**src/rtl/pt_walk_pkg.sv**
```systemverilog
package pt_walk_pkg;
  localparam int VA_W   = 64;
  localparam int LVL_W  = 10;
  localparam int N_LVL  = 3;
  localparam int OFF_W  = 13;
  localparam int PPN_W  = 32;
  localparam int PTE_W  = 64;
  localparam int PTE_LG = 3;
  localparam int XL_W   = N_LVL * LVL_W + OFF_W;
  localparam int PA_W   = PPN_W + OFF_W;
  localparam int KP_W   = XL_W - 2;
  localparam int UP_W   = VA_W - XL_W + 1;

  localparam int BIT_V = 0;
  localparam int BIT_R = 1;
  localparam int BIT_W = 2;
  localparam int BIT_U = 3;

  typedef enum logic [1:0] {
    FLT_NONE    = 2'd0,
    FLT_INVALID = 2'd1,
    FLT_CANON   = 2'd2,
    FLT_PROT    = 2'd3
  } fault_e;

  typedef enum logic [2:0] {
    S_IDLE, S_L1, S_L2, S_L3, S_DONE, S_FAULT
  } state_e;

  localparam logic [1:0] SEG_KPHYS = 2'b10;
endpackage

```
**src/rtl/pt_va_decode.sv**
```systemverilog
module pt_va_decode #(
  parameter int VA_W  = 64,
  parameter int LVL_W = 10,
  parameter int N_LVL = 3,
  parameter int OFF_W = 13,
  localparam int XL_W = N_LVL * LVL_W + OFF_W
) (
  input  logic [VA_W-1:0]        va,
  output logic                   canonical,
  output logic [1:0]             seg,
  output logic [N_LVL*LVL_W-1:0] idx_flat,
  output logic [OFF_W-1:0]       off
);
  logic [VA_W-XL_W:0] upper;

  assign upper     = va[VA_W-1:XL_W-1];
  assign canonical = (&upper) | ~(|upper);
  assign seg       = va[XL_W-1 -: 2];
  assign off       = va[OFF_W-1:0];

  // slot 0 holds the first-level index, taken from the top of the range
  for (genvar g = 0; g < N_LVL; g++) begin : g_idx
    assign idx_flat[g*LVL_W +: LVL_W] = va[XL_W-1-g*LVL_W -: LVL_W];
  end
endmodule

```
**src/rtl/pt_entry_addr.sv**
```systemverilog
module pt_entry_addr #(
  parameter int PA_W   = 45,
  parameter int LVL_W  = 10,
  parameter int PTE_LG = 3
) (
  input  logic [PA_W-1:0]  base,
  input  logic [LVL_W-1:0] idx,
  output logic [PA_W-1:0]  addr
);
  localparam int PAD = PA_W - LVL_W - PTE_LG;
  assign addr = base + {{PAD{1'b0}}, idx, {PTE_LG{1'b0}}};
endmodule

```
**src/rtl/pt_pte_check.sv**
```systemverilog
module pt_pte_check
  import pt_walk_pkg::*;
(
  input  logic [PTE_W-1:0] pte,
  input  logic             is_write,
  input  logic             is_user,
  output logic             vld,
  output logic             allow,
  output logic [PPN_W-1:0] ppn,
  output logic [PA_W-1:0]  next_base
);
  logic need_ok;

  assign vld       = pte[BIT_V];
  assign ppn       = pte[PTE_W-1 -: PPN_W];
  assign next_base = {ppn, {OFF_W{1'b0}}};
  assign need_ok   = is_write ? pte[BIT_W] : pte[BIT_R];
  assign allow     = need_ok & (~is_user | pte[BIT_U]);
endmodule

```
**src/rtl/pt_walker.sv**
```systemverilog
module pt_walker
  import pt_walk_pkg::*;
(
  input  logic             clk,
  input  logic             rst_n,
  input  logic             req_valid,
  output logic             req_ready,
  input  logic [VA_W-1:0]  req_va,
  input  logic             req_write,
  input  logic             req_user,
  input  logic [PA_W-1:0]  pt_root,
  output logic             mem_req_valid,
  input  logic             mem_req_ready,
  output logic [PA_W-1:0]  mem_req_addr,
  input  logic             mem_rsp_valid,
  input  logic [PTE_W-1:0] mem_rsp_data,
  output logic             rsp_valid,
  input  logic             rsp_ready,
  output logic [PA_W-1:0]  rsp_pa,
  output logic [1:0]       rsp_fault
);
  state_e                 state;
  logic                   issued;
  logic [PA_W-1:0]        tbase;
  logic [N_LVL*LVL_W-1:0] idx_q;
  logic [OFF_W-1:0]       off_q;
  logic                   wr_q, usr_q;
  logic [PA_W-1:0]        pa_q;
  fault_e                 code_q;

  logic                   in_canon;
  logic [1:0]             in_seg;
  logic [N_LVL*LVL_W-1:0] in_idx;
  logic [OFF_W-1:0]       in_off;
  logic [LVL_W-1:0]       cur_idx;
  logic                   walking, last_lvl;
  logic                   pte_vld, pte_allow;
  logic [PPN_W-1:0]       pte_ppn;
  logic [PA_W-1:0]        pte_base;
  logic                   accept, pte_in;

  pt_va_decode #(.VA_W(VA_W), .LVL_W(LVL_W), .N_LVL(N_LVL), .OFF_W(OFF_W)) u_dec (
    .va(req_va), .canonical(in_canon), .seg(in_seg), .idx_flat(in_idx), .off(in_off)
  );

  always_comb begin
    cur_idx  = idx_q[0 +: LVL_W];
    walking  = 1'b0;
    last_lvl = 1'b0;
    case (state)
      S_L1: begin cur_idx = idx_q[0*LVL_W +: LVL_W]; walking = 1'b1; end
      S_L2: begin cur_idx = idx_q[1*LVL_W +: LVL_W]; walking = 1'b1; end
      S_L3: begin cur_idx = idx_q[2*LVL_W +: LVL_W]; walking = 1'b1; last_lvl = 1'b1; end
      default: ;
    endcase
  end

  pt_entry_addr #(.PA_W(PA_W), .LVL_W(LVL_W), .PTE_LG(PTE_LG)) u_addr (
    .base(tbase), .idx(cur_idx), .addr(mem_req_addr)
  );

  pt_pte_check u_pte (
    .pte(mem_rsp_data), .is_write(wr_q), .is_user(usr_q),
    .vld(pte_vld), .allow(pte_allow), .ppn(pte_ppn), .next_base(pte_base)
  );

  assign req_ready     = (state == S_IDLE);
  assign accept        = req_valid & req_ready;
  assign mem_req_valid = walking & ~issued;
  assign pte_in        = walking & issued & mem_rsp_valid;
  assign rsp_valid     = (state == S_DONE) | (state == S_FAULT);
  assign rsp_pa        = pa_q;
  assign rsp_fault     = code_q;

  always_ff @(posedge clk) begin
    if (!rst_n) begin
      state  <= S_IDLE;
      issued <= 1'b0;
      tbase  <= '0;
      idx_q  <= '0;
      off_q  <= '0;
      wr_q   <= 1'b0;
      usr_q  <= 1'b0;
      pa_q   <= '0;
      code_q <= FLT_NONE;
    end else begin
      case (state)
        S_IDLE: if (accept) begin
          idx_q  <= in_idx;
          off_q  <= in_off;
          wr_q   <= req_write;
          usr_q  <= req_user;
          issued <= 1'b0;
          tbase  <= pt_root;
          pa_q   <= '0;
          code_q <= FLT_NONE;
          if (!in_canon) begin
            code_q <= FLT_CANON;
            state  <= S_FAULT;
          end else if (req_user && in_seg[1]) begin
            code_q <= FLT_PROT;
            state  <= S_FAULT;
          end else if (in_seg == SEG_KPHYS) begin
            pa_q  <= {{(PA_W-KP_W){1'b0}}, req_va[KP_W-1:0]};
            state <= S_DONE;
          end else begin
            state <= S_L1;
          end
        end
        S_L1, S_L2, S_L3: begin
          if (mem_req_valid && mem_req_ready) issued <= 1'b1;
          if (pte_in) begin
            issued <= 1'b0;
            if (!pte_vld) begin
              code_q <= FLT_INVALID;
              state  <= S_FAULT;
            end else if (!last_lvl) begin
              tbase <= pte_base;
              state <= (state == S_L1) ? S_L2 : S_L3;
            end else if (!pte_allow) begin
              code_q <= FLT_PROT;
              state  <= S_FAULT;
            end else begin
              pa_q  <= {pte_ppn, off_q};
              state <= S_DONE;
            end
          end
        end
        S_DONE, S_FAULT: if (rsp_ready) state <= S_IDLE;
        default: state <= S_IDLE;
      endcase
    end
  end


  mem_hold_chk: assert property (@(posedge clk) disable iff (!rst_n)
    mem_req_valid && !mem_req_ready |=> mem_req_valid && $stable(mem_req_addr));


  single_rd_chk: assert property (@(posedge clk) disable iff (!rst_n)
    mem_req_valid && mem_req_ready |=> !mem_req_valid);


  rsp_hold_chk: assert property (@(posedge clk) disable iff (!rst_n)
    rsp_valid && !rsp_ready |=> rsp_valid && $stable(rsp_pa) && $stable(rsp_fault));


  busy_ready_chk: assert property (@(posedge clk) disable iff (!rst_n)
    rsp_valid |-> !req_ready);


  canon_chk: assert property (@(posedge clk) disable iff (!rst_n)
    req_valid && req_ready && !((&req_va[VA_W-1:XL_W-1]) || !(|req_va[VA_W-1:XL_W-1]))
    |=> rsp_valid && rsp_fault == FLT_CANON && !mem_req_valid);


  kphys_chk: assert property (@(posedge clk) disable iff (!rst_n)
    req_valid && req_ready && !req_user && (&req_va[VA_W-1:XL_W-1])
      && req_va[XL_W-2] == 1'b0
    |=> rsp_valid && rsp_fault == FLT_NONE
        && rsp_pa == {{(PA_W-KP_W){1'b0}}, $past(req_va[KP_W-1:0])});


  fault_pa_chk: assert property (@(posedge clk) disable iff (!rst_n)
    rsp_valid && rsp_fault != FLT_NONE |-> rsp_pa == '0);
endmodule

```
**config.mk**
```make
export PLATFORM = sky130hd
export DESIGN_NAME = pt_walker
export DESIGN_NICKNAME = d
export VERILOG_FILES = /design/src/rtl/pt_walk_pkg.sv /design/src/rtl/pt_va_decode.sv /design/src/rtl/pt_entry_addr.sv /design/src/rtl/pt_pte_check.sv /design/src/rtl/pt_walker.sv
export SDC_FILE = /design/constraint.sdc
export NUM_CORES = 1
export LEC_CHECK = 0
export ABC_AREA = 0
export BUFFER_PORTS_ARGS = -buffer_cell sky130_fd_sc_hd__buf_2
export CAP_MARGIN = 20
export CORE_ASPECT_RATIO = 1.75
export CORE_UTILIZATION = 41
export CTS_BUF_LIST = sky130_fd_sc_hd__clkbuf_16
export DETAILED_ROUTE_END_ITERATION = 6
export GPL_TIMING_DRIVEN = 0
export PLACE_DENSITY = 0.72
export SYNTH_ARGS = -nofsm -noshare
export SYNTH_HDL_FRONTEND = slang
export SYNTH_SLANG_ARGS = --single-unit
```
**constraint.sdc**
```tcl
create_clock -name clk -period 5.18 [get_ports clk]
set_input_delay 1.036 -clock clk [delete_from_list [all_inputs] [get_ports clk]]
set_output_delay 1.036 -clock clk [all_outputs]
set_load 0.1 [all_outputs]
```
==> flow_summary.ini, run 1 <==
[setup_path]
path_cells = buf_2, nand2b_1, clkbuf_2, o21ai_1, ha_1, a21o_1, a21oi_1, o21ai_1, a211o_1, clkbuf_2, nand3b_1, xnor2_2, buf_4
arrival_ps = 3990
slowest_stage = a211o_1
crit_path_start_kind = flop
crit_type = flop to primary output
cp.required_ps = 4140
end_kind = primary output
slowest_delay_ps = 460
worstPathMaxFanout = 10

[routing]
wl_per_cell_um = 18.5
drtPass1Iterations = 7
drc = 8
vias = 7583
drt_iter0_markers = 332
routed_wl_um = 25600
final_antenna_net_count = 0
via_per_inst = 5.49

[hold_path]
worstHoldPathType = flop to flop

[global_routing]
antenna_found_initial = 3
grt_pass1_vias = 7324
grtUsageTotal_pct = 28.6
grt_max_degree = 17
gr-total-overflow = 0
grt_pass1_wl_um = 38300

[synth]
synthTopCellsByArea = dfxtp_1 40%, nand2_1 11%, a21boi_0 4.8%
avgSynthCellArea_um2 = 8.11
yosysWarnings = 0
syn_nets = 1065
synth_area_mm2 = 0.00708
synth_edf_count = 0
ys_seq_area_share_pct = 39.9
ys_seq_elements = 141
synth_cells = 873
ys_types = 55
ys.flop_type = dfxtp_1
synth.largest_area_cell = dfxtp_1
synth.top_cell.area_share_pct = 39.9
async_reset_ff_share_pct = 0

[timing]
tightest_slew_ps = 833
maxSlewHeadroom_pct = 44.3
skew_ps = 8.84
final.min_clock_period_ps = 5020
hold_viol_final = 0
fmaxAchievable_ghz = 0.199
report.final.slew_viol_count = 0
period_share_pct = 97.0
rsz0062_at_grt = false
report.final.setup_viol = 0

[placement]
placed_cells = 1345
dpl.hpwl_um = 19900
placed_cell_area_mm2 = 0.00873
port_buffers = 245
gp_congestion = 0.934

[job]
drv_cap = 0

[floorplanning]
design.portCount = 276
dieArea_mm2 = 0.0178
dieWidth_um = 101
fp.dieH_um = 176
core_mm2 = 0.0169
start_util_pct = 41.8
rows = 63

[finish]
final_cell_count_no_fill = 1381
syn_to_final_growth_pct = 33.9
fin_util_pct = 55.9
layout.cells.most_common_list = 233 x buf_2, 207 x nand2_1, 141 x dfxtp_1
drive_gt1_share_pct = 28.5
final_area_mm2 = 0.00947
fin_nets = 1329
layout_commonest_cell = buf_2

[cts]
cts_buffers = 17
clock_path_buffers = 2
clock_insertion_delay_worst_skew_ps = 420
tritoncts = done
clk_pin_slew_worst_paths_ps = 60
htree_num_levels = 4
postCtsHoldBufs = 0
clockRootBuffer = clkbuf_16
post_cts_buffers = 0
cts.sinks = 141

[outcome]
status = finished with violations
violations = design-rule violations

[power_and_ir_drop]
leakage_nw = 4.45
power_per_cell_area_mw_per_mm2 = 494
ir_worst_vdd_mv = 0.257
==> registers in the layout, indices dropped and copies added, names as in the netlist <==
signal     cells
idx_q         30
issued         1
off_q         13
rsp_fault      2
rsp_pa        45
state          3
tbase         45
usr_q          1
wr_q           1
==> repair_timing <==
action / 4_1_cts / 5_1_grt
gates resized for setup: 25 / 17
endpoints found under the setup margin: 33 / 24
cloned: 0 / 0
==> kinds of logic (layout without fill, tap and decap cells) <==
group | Yosys count | after routing | synth area share (%)
AO/OA/AOI/OAI | 231 | 231 | 23.1
XOR/XNOR | 40 | 40 | 4.95
adder cells (fa/ha/maj) | 11 | 11 | 2.05
buffers and inverters | 82 | 359 | 5.23
flip-flops | 141 | 141 | 39.9
multiplexers | 10 | 10 | 1.41
other | 0 | 4 | 0
AND/OR/NAND/NOR | 358 | 358 | 23.4
==> final cells by class <==
type                            instances  area (um2)
Fill cell                            1646        7470
Multi-Input combinational cell        650        4030
Sequential cell                       141        2820
Timing Repair Buffer                  245        1310
Clock buffer                           17         425
Buffer                                 72         347
Tap cell                              227         284
Clock inverter                         15         210
Inverter                               10        37.5
Antenna cell                            4        10.0
==> through the flow <==
| stage | hold slack [ps] | total power (W) | setup WS [ps] | setup TNS (ps) |
|---|---|---|---|---|
| after floorplan | 443 | 0.00291 | -117 | -117 |
| after global placement | 450 | 0.00332 | -210 | -3130 |
| after detailed placement | 457 | 0.00333 | -279 | -4290 |
| after CTS | 468 | 0.00467 | 3.23 | 0 |
| after global routing | 485 | 0.00485 | 29.5 | 0 |
| final | 468 | 0.00468 | 156 | 0 |
==> final timing paths <==
kind	start	end	slack, ps	cells after the start
worst min-delay path	idx_q[22]	idx_q[22]	470	2
worst max register to register	state[0]	tbase[30]	2410	8
worst max-delay path	state[1]	mem_req_addr[26]	160	13
worst min register to register	idx_q[22]	idx_q[22]	470	2
==> Yosys cell counts, drive strengths merged, types with 18 or more instances <==
cell and count:
nand2 207, dfxtp 141, o21ai 58, nand3 50
clkbuf 49, a21boi 45, xnor2 36, o211a 32
a31oi 30, nor2 24, buf 23, a22oi 18
nor2b 18
==> routing by layer <==
| layer | vias to the layer above | part of all wire [%] | wire length [um] | track usage (%) |
|---|---|---|---|---|
| met5 | - | 0 | 0 | 0 |
| met1 | 3544 | 38 | 9830 | 31.8 |
| met4 | 0 | 4.7 | 1210 | 17.0 |
| met3 | 75 | 5.4 | 1390 | 4.18 |
| li1 | 3618 | - | - | - |
| met2 | 346 | 51 | 13100 | 50.4 |
==> power by group <==
part,switching [W],internal [W],leakage [nW]
Sequential,0.000134,0.00125,1.16
Combinational,0.00154,0.000431,2.97
Clock,0.000510,0.000815,0.316
==> worst max-delay path, delay by kind of cell (launching register included) <==
family / cells / cell delay [ps]
buffers and inverters: 4 / 1050
flip-flops: 1 / 360
AND/OR/NAND/NOR: 2 / 350
adder cells (fa/ha/maj): 1 / 300
AO/OA/AOI/OAI: 5 / 1370
XOR/XNOR: 1 / 130
Note: power is estimated with default switching activity, not from simulation.
==> run 2, diff against run 1 <==
ABC_AREA = 1   (was 0)
PLACE_DENSITY = 0.7   (was 0.72)
==> run 2 against run 1 <==
Net effect:
- the flow now finishes without violations
- via count grew 23%
- sequential cell count is the same
- count of clock-buffer cells in the layout is the same
- total power grew 79%
==> flow_summary.ini, run 2 <==
[outcome]
status = completed

[routing]
routed_wl_um = 32100
drt_iter0_markers = 517
vias = 9312
wl_per_cell_um = 17.9
drtPass1Iterations = 7
via_per_inst = 5.20
final_antenna_net_count = 0
drc = 0

[finish]
fin_nets = 1727
layout_commonest_cell = nand2_1
drive_gt1_share_pct = 21.3
syn_to_final_growth_pct = 26.9
fin_util_pct = 53.1
layout.cells.most_common_list = 383 x nand2_1, 263 x buf_2, 145 x a21oi_1
n_fill_cell = 2021

[timing]
tns_ps = 0
hold_viol_final = 0
fmaxAchievable_ghz = 0.198
report.final.slew_viol_count = 0
final.min_clock_period_ps = 5040
rsz0062_at_grt = false
maxSlewHeadroom_pct = 38.7
tightest_slew_ps = 912
report.final.setup_viol = 0
skew_ps = 13.5
period_share_pct = 97.3

[synth]
ys.flop_type = dfxtp_1
synth_area_mm2 = 0.00803
ys_seq_elements = 141
synth_edf_count = 0
synth-compound-area-share_pct = 15.5
synth_cells = 1271
synth.largest_area_cell = dfxtp_1
synth.top_cell.area_share_pct = 35.2
syn_nets = 1463
yosysMostFrequentCell = nand2_1
ys_types = 34
synthTopCellsByArea = dfxtp_1 35%, nand2_1 18%, a21oi_1 9.0%
synth_xor_area_share_pct = 3.82
yosysWarnings = 0
async_reset_ff_share_pct = 0
synthSimpleGateAreaFrac_pct = 32.2
synth_commonest_cells = 383 x nand2_1, 145 x a21oi_1, 144 x inv_1, 141 x dfxtp_1, 133 x nor2_1
synth_fa_ha_area_share_pct = 1.81
avgSynthCellArea_um2 = 6.32
synth_top_family_by_area = simple AND/OR/NAND/NOR gates
ys_seq_area_share_pct = 35.2
synth.area.mux_share_pct = 0

[power_and_ir_drop]
ir_worst_vdd_mv = 0.564
intPower_w = 0.00329
clkPwrFrac_pct = 15.5
p_sw_w = 0.00508
p_total_w = 0.00838
p_sw_share_pct = 60.7
power_per_cell_area_mw_per_mm2 = 822
combPwrFrac_pct = 63.5
p_seq_share_pct = 21.0
leakage_nw = 5.19

[floorplanning]
design.portCount = 276
dieArea_mm2 = 0.0202
rows = 67
fp.dieH_um = 187
dieWidth_um = 108
start_util_pct = 41.8
core_mm2 = 0.0192

[setup_path]
worstPathMaxFanout = 12
crit_type = flop to primary output
cp.required_ps = 4140
crit_path_start_kind = flop
end_kind = primary output
rrSetupSlack_ps = 3130
arrival_ps = 4000

[cts]
clk_pin_slew_worst_paths_ps = 70
clock_path_buffers = 2
tritoncts = done
cts.sinks = 141
post_cts_buffers = 0
htree_num_levels = 4
cts_buffers = 17
postCtsHoldBufs = 0
clock_insertion_delay_worst_skew_ps = 420
clockRootBuffer = clkbuf_16

[hold_path]
worstHoldPathType = flop to flop

[global_routing]
grtUsageTotal_pct = 32.1
grt_max_degree = 17
use_met1_pct = 32.1
met3_usage_pct = 4.04
gr-total-overflow = 0
grt_pass1_wl_um = 48200
antenna_found_initial = 3
grt_pass1_vias = 9110
top_usage_layer = met2
gr-usage-met2_pct = 59.3

[placement]
gp_congestion = 0.980
dpl.hpwl_um = 26200
port_buffers = 246

[job]
drv_cap = 0
==> run 2: logic make-up after synthesis <==
| family | after synthesis |
|---|---|
| AO/OA/AOI/OAI | 236 |
| XOR/XNOR | 35 |
| adder cells (fa/ha/maj) | 11 |
| buffers and inverters | 221 |
| flip-flops | 141 |
| AND/OR/NAND/NOR | 627 |
==> run 2: layout make-up <==
cell class                 instances  area (um2)  area share, %
multi-input combinational        909        4280           42.0
sequential                       141        2820           27.7
timing repair buffer             246        1240           12.2
inverter                         153         574           5.64
clock buffer                      17         425           4.18
buffer                            67         348           3.41
tap                              241         302           2.96
clock inverter                    15         183           1.79
antenna                            3        7.51         0.0737
==> run 2: routing by layer <==
metal	vias to the layer above	part of all wire [%]	wire (um)
li1	4602	-	-
met1	4241	35	11300
met2	361	53	16900
met5	-	0	0
met4	0	7.2	2310
met3	108	4.9	1560
==> run 2: timing repair <==
action	4_1_cts	5_1_grt
gates resized for setup	1	8
pin swaps	0	0
setup endpoints to repair	1	14
==> run 2: worst paths after layout <==
kind	start	to	cells after the start
worst max-delay path	state[0]	mem_req_addr[30]	13
worst min register to register	off_q[12]	off_q[12]	2
worst max register to register	state[0]	idx_q[11]	5
worst min-delay path	off_q[12]	off_q[12]	2
==> run 2: worst max-delay path, stage by stage (launching register included) <==
cell     delay [ps]
dfxtp_1         470
nand2_2         110
nor2_2          200
inv_2           160
o22ai_1         240
a21oi_1          90
ha_1            370
nand2_1         120
o21ai_0         270
a21oi_1         160
o21ai_0         580
nand2_1         180
xor2_1          280
buf_4           340
==> run 2: power groups by stage <==
stage               sequential, W  combinational, W  clock (W)
floorplan                 0.00291           0.00305          0
global placement          0.00177           0.00524          0
detailed placement        0.00177           0.00528          0
CTS                       0.00175           0.00530    0.00130
global route              0.00180           0.00564    0.00134
finish                    0.00176           0.00532    0.00130
==> run 2: through the flow <==
| stage | cell area, um2 | hold slack (ps) | instances | setup slack [ps] |
|---|---|---|---|---|
| after CTS | 10200 | 456 | 1790 | 33.0 |
| after global placement | 9560 | 439 | 1758 | 355 |
| after floorplan | 8030 | 430 | 1271 | 399 |
| after global routing | 10200 | 479 | 1791 | 66.8 |
| after detailed placement | 9560 | 446 | 1758 | 370 |
| final | 10200 | 456 | 1792 | 140 |
